File: src/rtl/pin_change_irq_pkg.sv
`timescale 1ns/1ps
package pin_change_irq_pkg;
  typedef enum logic [1:0] {
    SEL_NONE = 2'd0,
    SEL_MASK = 2'd1,
    SEL_EN   = 2'd2,
    SEL_FLAG = 2'd3
  } reg_sel_e;
endpackage

File: src/rtl/pin_change_sync.sv
`timescale 1ns/1ps
module pin_change_sync #(
  parameter int W      = 8,
  parameter int STAGES = 2
) (
  input  logic         clk_i,
  input  logic         rst_ni,
  input  logic [W-1:0] pin_i,
  output logic [W-1:0] chg_o
);
  logic [STAGES-1:0][W-1:0] stg_q;
  logic [W-1:0]             prev_q;
  logic [STAGES:0]          vld_q;

  always_ff @(posedge clk_i or negedge rst_ni) begin
    if (!rst_ni) begin
      stg_q  <= '0;
      prev_q <= '0;
      vld_q  <= '0;
    end else begin
      stg_q[0] <= pin_i;
      for (int i = 1; i < STAGES; i++) stg_q[i] <= stg_q[i-1];
      prev_q <= stg_q[STAGES-1];
      vld_q  <= {vld_q[STAGES-1:0], 1'b1};
    end
  end

  // compare only once prev_q holds a real sample
  assign chg_o = (stg_q[STAGES-1] ^ prev_q) & {W{vld_q[STAGES]}};

  assert_no_early_change_R9: assert property (@(posedge clk_i) disable iff (!rst_ni)
    !vld_q[STAGES] |-> chg_o == '0);
  assert_valid_monotonic_R9: assert property (@(posedge clk_i) disable iff (!rst_ni)
    vld_q[STAGES] |=> vld_q[STAGES]);
endmodule

File: src/rtl/pin_change_regs.sv
`timescale 1ns/1ps
module pin_change_regs
  import pin_change_irq_pkg::*;
#(
  parameter int G  = 4,
  parameter int W  = 8,
  parameter int AW = 3
) (
  input  logic           clk_i,
  input  logic           rst_ni,
  input  logic           we_i,
  input  logic [AW-1:0]  addr_i,
  input  logic [W-1:0]   wdata_i,
  input  logic [G-1:0]   flags_i,
  output logic [G*W-1:0] masks_o,
  output logic [G-1:0]   en_o,
  output logic [G-1:0]   flag_clr_o,
  output logic [W-1:0]   rdata_o
);
  localparam int EN_ADDR   = G;
  localparam int FLAG_ADDR = G + 1;

  logic [G-1:0][W-1:0] mask_q;
  logic [G-1:0]        en_q;
  reg_sel_e            sel;

  always_comb begin
    sel = SEL_NONE;
    if (addr_i == AW'(EN_ADDR))        sel = SEL_EN;
    else if (addr_i == AW'(FLAG_ADDR)) sel = SEL_FLAG;
    else if (int'(addr_i) < G)         sel = SEL_MASK;
  end

  always_ff @(posedge clk_i or negedge rst_ni) begin
    if (!rst_ni) begin
      mask_q <= '0;
      en_q   <= '0;
    end else if (we_i) begin
      if (sel == SEL_EN) en_q <= wdata_i[G-1:0];
      for (int g = 0; g < G; g++)
        if (sel == SEL_MASK && addr_i == AW'(g)) mask_q[g] <= wdata_i;
    end
  end

  always_comb begin
    rdata_o = '0;
    unique case (sel)
      SEL_EN:   rdata_o = W'(en_q);
      SEL_FLAG: rdata_o = W'(flags_i);
      SEL_MASK:
        for (int g = 0; g < G; g++)
          if (addr_i == AW'(g)) rdata_o = mask_q[g];
      default:  rdata_o = '0;
    endcase
  end

  assign masks_o    = mask_q;
  assign en_o       = en_q;
  assign flag_clr_o = (we_i && sel == SEL_FLAG) ? wdata_i[G-1:0] : '0;

  generate
    for (genvar g = 0; g < G; g++) begin : g_chk
      assert_mask_write_R10: assert property (@(posedge clk_i) disable iff (!rst_ni)
        (we_i && addr_i == AW'(g)) |=> masks_o[g*W +: W] == $past(wdata_i));
    end
  endgenerate
  assert_enable_hold_R11: assert property (@(posedge clk_i) disable iff (!rst_ni)
    !(we_i && addr_i == AW'(EN_ADDR)) |=> $stable(en_o));
endmodule

File: src/rtl/pin_change_group.sv
`timescale 1ns/1ps
module pin_change_group #(
  parameter int W = 8
) (
  input  logic         clk_i,
  input  logic         rst_ni,
  input  logic [W-1:0] chg_i,
  input  logic [W-1:0] mask_i,
  input  logic         clr_i,
  output logic         flag_o
);
  logic set, flag_q;

  assign set = |(chg_i & mask_i);

  // set wins over a same-cycle clear
  always_ff @(posedge clk_i or negedge rst_ni) begin
    if (!rst_ni)    flag_q <= 1'b0;
    else if (set)   flag_q <= 1'b1;
    else if (clr_i) flag_q <= 1'b0;
  end

  assign flag_o = flag_q;

  assert_set_wins_R7: assert property (@(posedge clk_i) disable iff (!rst_ni)
    |(chg_i & mask_i) |=> flag_o);
  assert_clear_R5: assert property (@(posedge clk_i) disable iff (!rst_ni)
    (clr_i && (chg_i & mask_i) == '0) |=> !flag_o);
  assert_sticky_R6: assert property (@(posedge clk_i) disable iff (!rst_ni)
    (!clr_i && (chg_i & mask_i) == '0) |=> flag_o == $past(flag_o));
endmodule

File: src/rtl/pin_change_irq.sv
`timescale 1ns/1ps
module pin_change_irq #(
  parameter int NUM_GROUPS  = 4,
  parameter int GROUP_W     = 8,
  parameter int SYNC_STAGES = 2,
  parameter int ADDR_W      = 3,
  parameter int VEC_W       = (NUM_GROUPS > 1) ? $clog2(NUM_GROUPS) : 1
) (
  input  logic                          clk_i,
  input  logic                          rst_ni,
  input  logic [NUM_GROUPS*GROUP_W-1:0] pins_i,
  input  logic                          gie_i,
  input  logic                          ack_i,
  input  logic [VEC_W-1:0]              ack_vec_i,
  input  logic                          reg_we_i,
  input  logic [ADDR_W-1:0]             reg_addr_i,
  input  logic [GROUP_W-1:0]            reg_wdata_i,
  output logic [GROUP_W-1:0]            reg_rdata_o,
  output logic [NUM_GROUPS-1:0]         irq_o
);
  localparam int NPINS = NUM_GROUPS * GROUP_W;

  logic [NPINS-1:0]      masks, chg;
  logic [NUM_GROUPS-1:0] en, flags, wr_clr, clr;

  pin_change_regs #(.G(NUM_GROUPS), .W(GROUP_W), .AW(ADDR_W)) regs_i (
    .clk_i, .rst_ni,
    .we_i(reg_we_i), .addr_i(reg_addr_i), .wdata_i(reg_wdata_i),
    .flags_i(flags), .masks_o(masks), .en_o(en),
    .flag_clr_o(wr_clr), .rdata_o(reg_rdata_o)
  );

  generate
    for (genvar g = 0; g < NUM_GROUPS; g++) begin : g_grp
      pin_change_sync #(.W(GROUP_W), .STAGES(SYNC_STAGES)) sync_i (
        .clk_i, .rst_ni,
        .pin_i(pins_i[g*GROUP_W +: GROUP_W]),
        .chg_o(chg[g*GROUP_W +: GROUP_W])
      );

      assign clr[g] = wr_clr[g] | (ack_i && ack_vec_i == VEC_W'(g));

      pin_change_group #(.W(GROUP_W)) grp_i (
        .clk_i, .rst_ni,
        .chg_i(chg[g*GROUP_W +: GROUP_W]),
        .mask_i(masks[g*GROUP_W +: GROUP_W]),
        .clr_i(clr[g]),
        .flag_o(flags[g])
      );

      assign irq_o[g] = flags[g] & en[g] & gie_i;

      assert_irq_gated_R4: assert property (@(posedge clk_i) disable iff (!rst_ni)
        irq_o[g] |-> (gie_i && en[g]));
      assert_masked_only_R3: assert property (@(posedge clk_i) disable iff (!rst_ni)
        $rose(flags[g]) |-> $past((chg[g*GROUP_W +: GROUP_W] & masks[g*GROUP_W +: GROUP_W]) != '0));
    end
  endgenerate

  assert_reset_quiet_R1: assert property (@(posedge clk_i) disable iff (!rst_ni)
    $rose(rst_ni) |-> irq_o == '0);
endmodule

File: config.mk
export PLATFORM = sky130hd
export DESIGN_NAME = pin_change_irq
export DESIGN_NICKNAME = d
export VERILOG_FILES = /design/src/rtl/pin_change_irq_pkg.sv /design/src/rtl/pin_change_sync.sv /design/src/rtl/pin_change_regs.sv /design/src/rtl/pin_change_group.sv /design/src/rtl/pin_change_irq.sv
export SDC_FILE = /design/constraint.sdc
export NUM_CORES = 1
export LEC_CHECK = 0
export BUFFER_PORTS_ARGS = -buffer_cell sky130_fd_sc_hd__buf_2
export CAP_MARGIN = 30
export CORE_MARGIN = 4
export CORE_UTILIZATION = 44
export CTS_CLUSTER_SIZE = 10
export DETAILED_ROUTE_END_ITERATION = 8
export GPL_TIMING_DRIVEN = 1
export SLEW_MARGIN = 25
export SYNTH_ARGS = -nofsm -noshare
export SYNTH_HDL_FRONTEND = slang
export SYNTH_HIERARCHICAL = 1
export SYNTH_SLANG_ARGS = --single-unit
File: constraint.sdc
create_clock -name clk_i -period 1.6 [get_ports clk_i]
set_input_delay 0.32 -clock clk_i [delete_from_list [all_inputs] [get_ports clk_i]]
set_output_delay 0.32 -clock clk_i [all_outputs]
set_load 0.02 [all_outputs]
# After elaboration in Yosys (flattened, before gate mapping)
# Index checks and enable logic that the tools add are counted.
dict set report totals {
  output_inout_bits 12
  input_bits 50
  register_bits 148
}
dict set report op_classes {
  n_reduce_logical 24
  n_mux 17
  order_cmp 1
  n_eq_ne 11
  bitwise_logic 24
}
# cell n
set ops {}
lappend ops {{$and A8 B8 Y8} 8}
lappend ops {{$mux W8} 4}
lappend ops {{$reduce_or A8 Y1} 4}
lappend ops {{$xor A8 B8 Y8} 4}
lappend ops {{$pmux W8 S3} 1}
lappend ops {{$reduce_and A2 Y1} 5}
lappend ops {{$logic_and A1 B1 Y1} 9}
lappend ops {{$mux W1} 9}
lappend ops {{$and A1 B1 Y1} 8}
lappend ops {{$eq A2 B2 Y1 const B} 4}
lappend ops {{$reduce_bool A2 Y1} 4}
lappend ops {{$eq A3 B2 Y1 const B} 2}
lappend ops {{$eq A3 B3 Y1 const B} 2}
lappend ops {{$eq A2 B1 Y1 const B} 2}
lappend ops {{$mux W2} 2}
lappend ops {{$mux W4} 1}
lappend ops {{$or A1 B1 Y1} 4}
lappend ops {{$eq A3 B1 Y1 const B} 1}
lappend ops {{$logic_not A3 Y1} 1}
lappend ops {{$lt A3 B3 Y1 const B} 1}
lappend ops {{$logic_not A2 Y1} 1}

# Longest topological paths before layout
dict set report depth {
  depth_word 10
  ltp_mapped 8
  mapped_depth_nobuf 6
}

# By module
# The synthesis kept the hierarchy.
# mod instances seq_area_each_um2 area_per_inst_um2 cells_per_inst
set by_module_without_submodules {}
lappend by_module_without_submodules {pin_change_sync 4 675.6 799.5 44}
lappend by_module_without_submodules {pin_change_regs 1 900.9 1800.5 124}
lappend by_module_without_submodules {pin_change_group 4 25.0 75.1 7}
lappend by_module_without_submodules {pin_change_irq 1 0.0 67.6 10}

# Least setup slack after synthesis
# OpenSTA, ideal clock, no wires.
dict set report synth_path {
  path_kind {in2out}
  start {input port reg_addr_i[1]}
  end {output port reg_rdata_o[0]}
  t_arrival_ns 1.297
  n_path_buf 2
  path_stages 5
  path_slack_ns -0.017
  required_time_ns 1.280
  cell_sequence {buf_4 buf_2 nand3b_1 o21a_1 o221ai_1}
}
dict set report synth_between {
  elab_chain_cells 6
}
# item line
set synth_rtl {}
lappend synth_rtl {{from (decl)} pin_change_irq.sv:16} ;# input logic [ADDR_W-1:0] reg_addr_i,
lappend synth_rtl {{$lt A3 B3 Y1 / $logic_not A3 Y1 (equally long branches)} {pin_change_regs.sv:31, pin_change_regs.sv:52}}
lappend synth_rtl {{$mux W1 / $mux W8 (equally long branches)} {pin_change_regs.sv:31, pin_change_regs.sv:52}}
lappend synth_rtl {{$mux W2 / $mux W8 (equally long branches)} {pin_change_regs.sv:30, pin_change_regs.sv:52}}
lappend synth_rtl {{$mux W2 / $mux W8 (equally long branches)} {pin_change_regs.sv:29, pin_change_regs.sv:52}}
lappend synth_rtl {{$eq A2 B1 Y1 (tied with other cells)} pin_change_regs.sv:47} ;# unique case (sel)
lappend synth_rtl {{$pmux W8 S3 (*)} pin_change_regs.sv:47}
lappend synth_rtl {{to (decl)} pin_change_irq.sv:18} ;# output logic [GROUP_W-1:0] reg_rdata_o,
# Mark *: on every way between the ends. The rest lies on a longest branch, timed or not.

# Final worst setup path
dict set report layout_path {
  start {register regs_i.mask_q, in the netlist regs_i/masks_o[29]}
  end {output port reg_rdata_o[5]}
}
dict set report layout_between {
  elab_chain_cells 2
}
# item line
set layout_rtl {}
lappend layout_rtl {{from (decl)} pin_change_regs.sv:23} ;# logic [G-1:0][W-1:0] mask_q;
lappend layout_rtl {{from (signal, indexed assignment)} pin_change_regs.sv:41} ;# if (sel == SEL_MASK && addr_i == AW'(g)) mask_q[g] <= wdata_i;
lappend layout_rtl {{$mux W8} pin_change_regs.sv:52} ;# if (addr_i == AW'(g)) rdata_o = mask_q[g];
lappend layout_rtl {{$pmux W8 S3} pin_change_regs.sv:47}
# No other way between the ends.

==> reports/metrics.csv <==
metric;value;unit
Longest Clk Path Bufs;2;
Routed Wire Length;10300;um
end of the worst register-to-register path;g_grp[3].grp_i/flag_o;
share of async-settable or async-resettable flops after synthesis;100;%
type of the worst min-delay path;in -> reg;
number of CTS-inserted buffers;17;
area growth from synthesis to layout;32.2;%
most common library cell in the layout ignoring fill and taps;sky130_fd_sc_hd__dfrtp_1;
kind of start point of the critical path;flop;
largest family of logic cells by synthesized area;multiplexers;
total global-route track usage;16.0;%
Congestion Overflow GR;0;
area of the die;14000;sq um
fraction of the mapped netlist area in compound gates;4.94;%
number of storage elements in the synthesis netlist;148;
largest fanout on the critical path;2;
clock tree from TritonCTS;yes;
flip-flop cell with the highest count after synthesis;sky130_fd_sc_hd__dfrtp_1;
unrepaired setup endpoints after global routing;yes;
TritonCTS sink count;148;
instance area after placement;5990;sq um
via count;3174;
clock skew after layout;7.82;ps
layout cells sized above 1;37.9;%
routability congestion estimate;0.828;
number of distinct library cell variants in the gate-level netlist after synthesis;32;
core footprint;12000;sq um
number of nets in the synthesized netlist;388;
Hold Vio Cnt, Final;0;
adder and majority cell fraction of the synthesized area;0;%
run status;finished, violations left;
kind of capture point of the worst setup path;output pin;
library cell used as clock root buffer;sky130_fd_sc_hd__clkbuf_16;
xor/xnor cell area share of the yosys netlist;5.22;%
number of rows in the core area;40;
mean instance size in the synthesized netlist;15.9;sq um
final core utilization;59.3;%
fin worst setup slack;-271;ps
reg-to-reg slack, setup;240;ps
initial antenna violation count;0;
Mapped Area;5370;sq um
most used cells in the layout excluding fill and tap cells;148 x sky130_fd_sc_hd__dfrtp_1, 52 x sky130_fd_sc_hd__buf_2, 38 x sky130_fd_sc_hd__buf_4;
Initial Util;44.9;%
CTS H-Tree Depth;4;
number of fill cells in the layout;926;
pwr dens;1300;nW/um^2
fin crit share;117;%
max-cap check violation count;0;
Slew Viols, Final;0;
start point of the critical path;regs_i/masks_o[29];
quantity of I/O buffers inserted on ports;61;
1st-iter DRT viols;114;
violated checks;negative setup slack;
beginning of the worst hold path;pins_i[12];
router iterations before antenna repair;4;
final-layout setup total negative slack;-1480;ps
yosys synthesis warning count;6;
pre-CTS worst setup slack;-171;ps
vias per std cell;4.96;
largest vdd supply drop;0.609;mV
I/O pin count;62;
depth of the worst hold-timing path;1;
latest clock arrival within the worst-skew pair;410;ps
Post-DP HPWL;7100;um
per-cell routed wire length;16.0;um
post-detailed-route DRC marker count;0;
multiplexer share of the synthesized area;10.7;%
Hold Slack;22.8;ps
synthesized instance count;338;
wire length of the first global-routing pass;17100;um
die height;118;um
required time of the critical path;1280;ps
worst reg-to-reg path cell count;5;
worst-case hold path end point;g_grp[1].sync_i/stg_q[4];
synthesized-area fraction occupied by and/or/nand/nor cells;8.53;%
via count of the first global-routing pass;3429;
clock slew at reported path FFs;60;ps
Arr. time, crit path;1550;ps
sequential cell area fraction in the yosys report;69.0;%
remaining antenna violation count after routing;0;
setup violators final;8;
highest clock frequency the design can meet;535;MHz
EDFF count, synth;0;
cell leakage power;0.00327;uW
antenna cells;0;
floorplan die width;118;um
type of the worst setup path;reg -> out;
largest net degree at the start of global routing;36;
area of all placed cells without fillers;7100;sq um
Reg2Reg Launch Point;g_grp[3].sync_i/stg_q[13];
Final min period;1870;ps
Final Net Count;530;
[where the power goes]
part           internal [uW]  leakage [uW]  switching (uW)  total (uW)
Combinational            752       0.00127             537        1290
Sequential              4100       0.00173             235        4340
Clock                   2180      0.000266            1450        3620
[layout make-up]
class / count / area [sq um] / share of cell area [%]
well taps: 147 / 184 / 2.59
repair buffers: 130 / 982 / 13.8
inverters: 6 / 22.5 / 0.317
flip-flops and latches: 148 / 3700 / 52.2
multi-input cells: 177 / 1650 / 23.2
clock buffers: 20 / 447 / 6.30
clock inverters: 12 / 108 / 1.52
[state kept, by name, summed over array words and instances (netlist names)]
| signal | cells |
|---|---|
| g_grp.sync_i/vld_q | 12 |
| g_grp.sync_i/stg_q | 64 |
| regs_i/masks_o | 32 |
| regs_i/en_o | 4 |
| g_grp.grp_i/flag_o | 4 |
| g_grp.sync_i/prev_q | 32 |
[worst max-delay path by stage]
stage	slack (ps)	endpoint	cells past startpoint
after floorplan	-20	reg_rdata_o[3]	5
after global placement	-140	reg_rdata_o[7]	4
after detailed placement	-170	reg_rdata_o[5]	4
after CTS	-290	reg_rdata_o[5]	3
after global routing	-320	reg_rdata_o[6]	3
final	-270	reg_rdata_o[5]	3
[cell families (layout without fill, tap and decap cells)]
group	Yosys count	in the layout
AOI/OAI and AO/OA	28	28
and+or+nand+nor	65	65
DFF	148	148
buffers and inverters	13	168
muxes	48	48
other	4	4
xor gates and xnor gates	32	32
[cells in the mapped netlist, drive strengths merged (6+ instances only)]
cell	n	share of area, %
mux2i	8	1.5
dfrtp	148	69
inv	6	0.42
and2	36	4.2
xor2	32	5.2
nand2	6	0.56
mux2	36	7.6
buf	7	0.86
[timing repair]
item | CTS | global route
endpoints found under the hold margin | 55 | 3
endpoints found under the setup margin | 8 | 8
gates resized for setup | 22 | 0
pin swaps | 4 | 2
buffers inserted | 20 | 1
hold buffers | 29 | 3
[layer usage]
layer,track usage (%),share of wire [%],up-vias
met2,25.2,48,96
met1,20.0,43,1597
li1,-,-,1459
met4,8.33,2.7,0
met5,0,0,-
met3,4.98,6.0,22
[metrics by stage]
step | std cells | power [uW]
6_report | 640 | 9250
5_1_grt | 640 | 9690
4_1_cts | 636 | 9360
3_5_place_dp | 555 | 5400
3_3_place_gp | 555 | 5370
2_1_floorplan | 338 | 4940
[critical path: stages, from the launching register on]
cell and delay [ps]:
sky130_fd_sc_hd__dfrtp_1 390, sky130_fd_sc_hd__mux4_2 480, sky130_fd_sc_hd__nor2b_4 150, sky130_fd_sc_hd__buf_6 120
No activity file was read; power rests on OpenSTA's default activity.
